$ cat src/rtl/bev_pkg.sv
package bev_pkg;
    typedef enum logic [1:0] {
        ST_IDLE  = 2'd0,
        ST_BURST = 2'd1,
        ST_GAP   = 2'd2
    } bev_state_e;
endpackage

$ cat src/rtl/bev_lfsr.sv
module bev_lfsr #(
    parameter int              W    = 16,
    parameter logic [W-1:0]    TAPS = 16'hB400
) (
    input  logic         clk,
    input  logic         rst_n,
    input  logic         load,
    input  logic         adv,
    input  logic [W-1:0] seed,
    output logic [W-1:0] cur,
    output logic [W-1:0] nxt
);
    logic [W-1:0] st_q;

    assign cur = st_q;
    assign nxt = {st_q[W-2:0], ^(st_q & TAPS)};

    always_ff @(posedge clk) begin
        if (!rst_n)    st_q <= {{(W-1){1'b0}}, 1'b1};
        else if (load) st_q <= seed;
        else if (adv)  st_q <= nxt;
    end
endmodule

$ cat src/rtl/bev_target.sv
module bev_target #(
    parameter int TW = 16,
    parameter int JW = 8,
    parameter int RW = 16
) (
    input  logic [TW-1:0] base,
    input  logic [RW-1:0] rnd,
    input  logic [JW-1:0] mask,
    input  logic [TW-1:0] lo,
    input  logic [TW-1:0] hi,
    output logic [TW-1:0] tgt
);
    localparam int SW = TW + 2;

    logic [JW-1:0]        mag;
    logic signed [SW-1:0] base_s, mag_s, raw_s, lo_s, hi_s;

    always_comb begin
        mag    = rnd[JW-1:0] & mask;
        base_s = $signed({2'b00, base});
        mag_s  = $signed({{(SW-JW){1'b0}}, mag});
        lo_s   = $signed({2'b00, lo});
        hi_s   = $signed({2'b00, hi});
        raw_s  = rnd[RW-1] ? (base_s - mag_s) : (base_s + mag_s);
        if (raw_s < lo_s)      tgt = lo;
        else if (raw_s > hi_s) tgt = hi;
        else                   tgt = raw_s[TW-1:0];
    end
endmodule

$ cat src/rtl/burst_event_gen.sv
module burst_event_gen #(
    parameter int TW       = 16,
    parameter int CW       = 32,
    parameter int JW       = 8,
    parameter int RW       = 16,
    parameter int CODE_W   = 2,
    parameter int CODE_LSB = 8
) (
    input  logic              clk,
    input  logic              rst_n,
    input  logic              start,
    input  logic              stop,
    input  logic [TW-1:0]     cfg_spacing,
    input  logic [TW-1:0]     cfg_burst,
    input  logic [TW-1:0]     cfg_period,
    input  logic [JW-1:0]     cfg_jitter_mask,
    input  logic [CW-1:0]     cfg_run_len,
    input  logic [RW-1:0]     cfg_seed,
    output logic              evt_strobe,
    output logic [CODE_W-1:0] evt_code,
    output logic [CW-1:0]     evt_time,
    output logic              busy,
    output logic              cfg_err
);
    import bev_pkg::*;

    localparam logic [TW-1:0] ONE_T = {{(TW-1){1'b0}}, 1'b1};

    bev_state_e    st_q, st_d;
    logic [TW-1:0] pos_q, nom_q, tgt_q;
    logic [CW-1:0] tick_q;
    logic          err_q;

    logic [TW-1:0] eff_burst, last_pos, tgt_in, tgt_new;
    logic [TW:0]   nom_sum;
    logic [RW-1:0] seed_nz, l_cur, l_nxt, rnd_new;
    logic          start_go, fire, wrap, run_end, more, trunc;

    // effective window
    assign trunc     = (cfg_burst >= cfg_period);
    assign eff_burst = trunc ? cfg_period : cfg_burst;
    assign last_pos  = eff_burst - ONE_T;
    assign seed_nz   = (cfg_seed == '0) ? {{(RW-1){1'b0}}, 1'b1} : cfg_seed;

    assign start_go = (st_q == ST_IDLE) && start && (cfg_run_len != '0);
    assign fire     = (st_q == ST_BURST) && (pos_q == tgt_q);
    assign wrap     = (pos_q == cfg_period - ONE_T);
    assign run_end  = (tick_q == cfg_run_len - 1'b1);
    assign nom_sum  = {1'b0, nom_q} + {1'b0, cfg_spacing};
    assign more     = (nom_sum < {1'b0, eff_burst}) && (tgt_q != last_pos);
    assign rnd_new  = start_go ? seed_nz : (fire ? l_nxt : l_cur);

    bev_lfsr #(.W(RW)) u_lfsr (
        .clk  (clk),
        .rst_n(rst_n),
        .load (start_go),
        .adv  (fire),
        .seed (seed_nz),
        .cur  (l_cur),
        .nxt  (l_nxt)
    );

    // next event inside the current burst
    bev_target #(.TW(TW), .JW(JW), .RW(RW)) u_tgt_in (
        .base(nom_sum[TW-1:0]),
        .rnd (l_nxt),
        .mask(cfg_jitter_mask),
        .lo  (tgt_q + ONE_T),
        .hi  (last_pos),
        .tgt (tgt_in)
    );

    // first event of a fresh burst
    bev_target #(.TW(TW), .JW(JW), .RW(RW)) u_tgt_new (
        .base('0),
        .rnd (rnd_new),
        .mask(cfg_jitter_mask),
        .lo  ('0),
        .hi  (last_pos),
        .tgt (tgt_new)
    );

    always_comb begin
        st_d = st_q;
        unique case (st_q)
            ST_IDLE: begin
                if (start_go) st_d = (eff_burst != '0) ? ST_BURST : ST_GAP;
            end
            ST_BURST: begin
                if (stop || run_end) st_d = ST_IDLE;
                else if (wrap)       st_d = ST_BURST;
                else if (fire && !more) st_d = ST_GAP;
            end
            ST_GAP: begin
                if (stop || run_end) st_d = ST_IDLE;
                else if (wrap)       st_d = (eff_burst != '0) ? ST_BURST : ST_GAP;
            end
            default: st_d = ST_IDLE;
        endcase
    end

    always_ff @(posedge clk) begin
        if (!rst_n) st_q <= ST_IDLE;
        else        st_q <= st_d;
    end

    always_ff @(posedge clk) begin
        if (!rst_n) begin
            pos_q  <= '0;
            nom_q  <= '0;
            tgt_q  <= '0;
            tick_q <= '0;
            err_q  <= 1'b0;
        end else if (start_go) begin
            pos_q  <= '0;
            nom_q  <= '0;
            tgt_q  <= tgt_new;
            tick_q <= '0;
            err_q  <= trunc;
        end else if (st_q != ST_IDLE) begin
            tick_q <= tick_q + 1'b1;
            if (wrap) begin
                pos_q <= '0;
                nom_q <= '0;
                tgt_q <= tgt_new;
            end else begin
                pos_q <= pos_q + ONE_T;
                if (fire && more) begin
                    nom_q <= nom_sum[TW-1:0];
                    tgt_q <= tgt_in;
                end
            end
        end
    end

    always_comb begin
        busy       = (st_q != ST_IDLE);
        evt_strobe = fire;
        evt_code   = l_cur[CODE_LSB +: CODE_W];
        evt_time   = tick_q;
        cfg_err    = err_q;
    end
endmodule

$ cat config.mk
export PLATFORM = sky130hd
export DESIGN_NAME = burst_event_gen
export DESIGN_NICKNAME = d
export VERILOG_FILES = /design/src/rtl/bev_pkg.sv /design/src/rtl/bev_lfsr.sv /design/src/rtl/bev_target.sv /design/src/rtl/burst_event_gen.sv
export SDC_FILE = /design/constraint.sdc
export NUM_CORES = 1
export LEC_CHECK = 0
export BUFFER_PORTS_ARGS = -buffer_cell sky130_fd_sc_hd__buf_2
export CAP_MARGIN = 20
export CORE_MARGIN = 2
export CORE_UTILIZATION = 54
export DETAILED_ROUTE_END_ITERATION = 12
export MAX_ROUTING_LAYER = met4
export PLACE_DENSITY = 0.75
export SLEW_MARGIN = 0
export SYNTH_ARGS = -nofsm -noshare
export SYNTH_HDL_FRONTEND = slang
export SYNTH_SLANG_ARGS = --single-unit
$ cat constraint.sdc
create_clock -name clk -period 7.4 [get_ports clk]
set_input_delay 0.74 -clock clk [delete_from_list [all_inputs] [get_ports clk]]
set_output_delay 0.74 -clock clk [all_outputs]
set_load 0.02 [all_outputs]
==> flow_metrics.tcl <==
set metrics [dict create \
    cp-end-kind "flop" \
    portBuffers 144 \
    period_share_pct 90.8 \
    timing.rr.start "nom_q[0]" \
    crit_type "input pin to flop" \
    period_needed_ps 6720 \
    finalClockSkew_ps 12.1 \
    ys_seq_area_share_pct 17.4 \
    cts_buffers 9 \
    die_w_um 149 \
    cts_setup_buffers 0 \
    cts_resized 0 \
    cp.arrival_ps 6980 \
    n_antenna_cell 0 \
    antenna_found_initial 0 \
    start_util_pct 54.6 \
    cts_num_sinks 99 \
    path_max_fanout 6 \
    post-place-ws_ps 357 \
    insertion_delay_ps 370 \
    cap_violations 0 \
    grt_max_degree 50 \
    track_usage_pct 31.4 \
    slowest_stage "or4_1" \
    ir_worst_vdd_v 0.000123 \
    drc 0 \
    syn_to_final_growth_pct 11.0 \
    cts-root-buf "clkbuf_16" \
    async_flop_share_pct 0 \
    worstMarginPinSlew_ps 953 \
    num_rows 53 \
    holdPathStages 2 \
    fmax_ghz 0.149 \
    dp_hpwl_um 27100 \
    grt_overflow_total 0 \
    post_drt_wl_per_cell_um 18.0 \
    required_ps 7660 \
    io_pins 145 \
    synthCells 1509 \
    cp-startpoint "cfg_spacing[0]" \
    yosys-top-cells-area "dfxtp_1 (17%), ha_1 (12%), xnor2_1 (8.1%)" \
    status "complete, no violations" \
    finalSetupViolCount 0 \
    post-route-util_pct 60.6 \
    r2r_cells 28 \
    rsz0062_at_grt "no" \
    fin_hold_ws_ps 456 \
    ant_nets 0 \
    tns_ps 0 \
    clockBufferDepth 2 \
    drt_first_pass_iters 5 \
    nNetsFinal 1836 \
    syn_area_um2 11400 \
    syn-num-nets 1728 \
    grt_pass1_wl_um 54500 \
    yosysUniqueCellTypes 89 \
    syn_avg_cell_area_um2 7.54 \
    cts_tree "done" \
    clk_pin_slew_worst_paths_ps 80 \
    setup_slack_ps 679 \
    drt_iter0_drc 912 \
    synthFlopType "dfxtp_1" \
    yosysWarnings 0 \
    crit_path_max_incr_delay_ps 500 \
    hold_path_startpoint "nom_q[13]" \
    synth_edf_count 0 \
    hold_path.class "flop to flop" \
    max_slew_margin_pct 35.9 \
    final-hold-violation-count 0 \
    gp_congestion 0.984 \
    die-area_um2 22200 \
    power.density_nw_per_um2 157 \
    hold_buffers 0 \
    vias_per_cell 6.13 \
    num_vias 11600 \
    htree_levels 3 \
    synth_top_area_share_pct 17.4 \
    fillCellCount 1962 \
    synth.largest_area_cell "dfxtp_1" \
    finalMaxSlewViolations 0 \
    dieHeight_um 149 \
    cpMostUsedCell "ha_1" \
    synth-seq-cells 99 \
    r2r_setup_slack_ps 850 \
    worstSetupStartpointType "input pin" \
    p_leak_nw 5.40 \
    wirelength_um 34200 \
    first_global_vias 10700 \
    core_um2 20800 \
    drive_above_1_share_pct 13.7 \
]
==> metrics by stage <==
step	power, mW	area, um2	instances
6_report	1.98	12600	1897
5_1_grt	2.09	12600	1897
4_1_cts	1.96	12600	1896
3_5_place_dp	1.47	12300	1880
3_3_place_gp	1.45	12300	1880
2_1_floorplan	1.21	11400	1509
==> logic make-up (layout without fill, tap and decap cells) <==
kind of cell | after synthesis | after routing | synth area share (%)
AND/OR/NAND/NOR | 572 | 572 | 24.9
AO/OA/AOI/OAI | 324 | 324 | 19.5
XOR/XNOR | 204 | 204 | 16.0
buffers and inverters | 146 | 259 | 5.14
adder cells (fa/ha/maj) | 114 | 114 | 12.7
flip-flops | 99 | 99 | 17.4
multiplexers | 50 | 50 | 4.47
==> routing by layer <==
metal / vias to the layer above / routed length (um) / track usage (%)
li1: 5628 / - / -
met1: 5426 / 15400 / 41.5
met2: 474 / 15300 / 49.2
met3: 94 / 2530 / 4.50
met4: 0 / 979 / 10.8
met5: - / 0 / -
==> power breakdown <==
part | internal, mW | switching, mW
Sequential | 0.557 | 0.0485
Combinational | 0.355 | 0.522
Clock | 0.240 | 0.254
Total | 1.15 | 0.824
==> flip-flops by register name (all words and copies together), names as in the netlist <==
register / flops
cfg_err: 1
evt_time: 32
nom_q: 16
pos_q: 16
st_q: 2
tgt_q: 16
u_lfsr.cur: 16
==> cells in the final DEF, fill, tap and decap left out, types with 7 or more instances in the layout <==
| cell | count |
|---|---|
| nor2_1 | 150 |
| buf_2 | 144 |
| nand2_1 | 135 |
| ha_1 | 108 |
| xnor2_1 | 105 |
| dfxtp_1 | 99 |
| xor2_1 | 96 |
| a21oi_1 | 92 |
| inv_1 | 73 |
| o21ai_0 | 58 |
| nand3_1 | 56 |
| mux2i_1 | 44 |
| nor3_1 | 41 |
| nand4_1 | 37 |
| nor4_1 | 27 |
| and3_1 | 23 |
| buf_4 | 23 |
| nor2b_1 | 19 |
| a21o_1 | 17 |
| o211ai_1 | 16 |
| a31oi_1 | 14 |
| o21a_1 | 13 |
| or4_1 | 12 |
| nand2b_1 | 12 |
| a211oi_1 | 10 |
| a22oi_1 | 9 |
| clkbuf_16 | 9 |
| or3_1 | 8 |
| o22a_1 | 8 |
| and2_1 | 8 |
| o221ai_1 | 8 |
| nor3b_1 | 8 |
| o22ai_1 | 8 |
| or2_2 | 7 |
| o221a_1 | 7 |
==> layout make-up <==
class	instances	area, um2	area share, %
multi-input cells	1264	8830	69.9
flip-flops and latches	99	1980	15.7
repair buffers	167	893	7.08
well taps	275	344	2.73
inverters	76	285	2.26
clock buffers	10	229	1.81
clock inverters	6	65.1	0.515
==> worst paths after layout <==
| check | endpoint |
|---|---|
| max | tgt_q[7] |
| min | nom_q[13] |
| max reg2reg | tgt_q[7] |
| min reg2reg | nom_q[13] |
==> synthesized netlist by cell type (41+ instances only) <==
cell type	number
xor2_1	96
dfxtp_1	99
inv_1	73
nor3_1	41
a21oi_1	92
mux2i_1	44
nand2_1	135
clkbuf_1	57
xnor2_1	105
ha_1	108
o21ai_0	58
nand3_1	56
nor2_1	150
==> worst max-delay path, delay by kind of cell <==
kind | cells | cell delay [ps]
buffers and inverters | 2 | 160
adders and majority gates | 4 | 1080
muxes | 1 | 160
AOI/OAI and AO/OA | 12 | 2640
and+or+nand+nor | 9 | 1970
xor gates and xnor gates | 1 | 210
No activity file was read; power rests on OpenSTA's default activity.
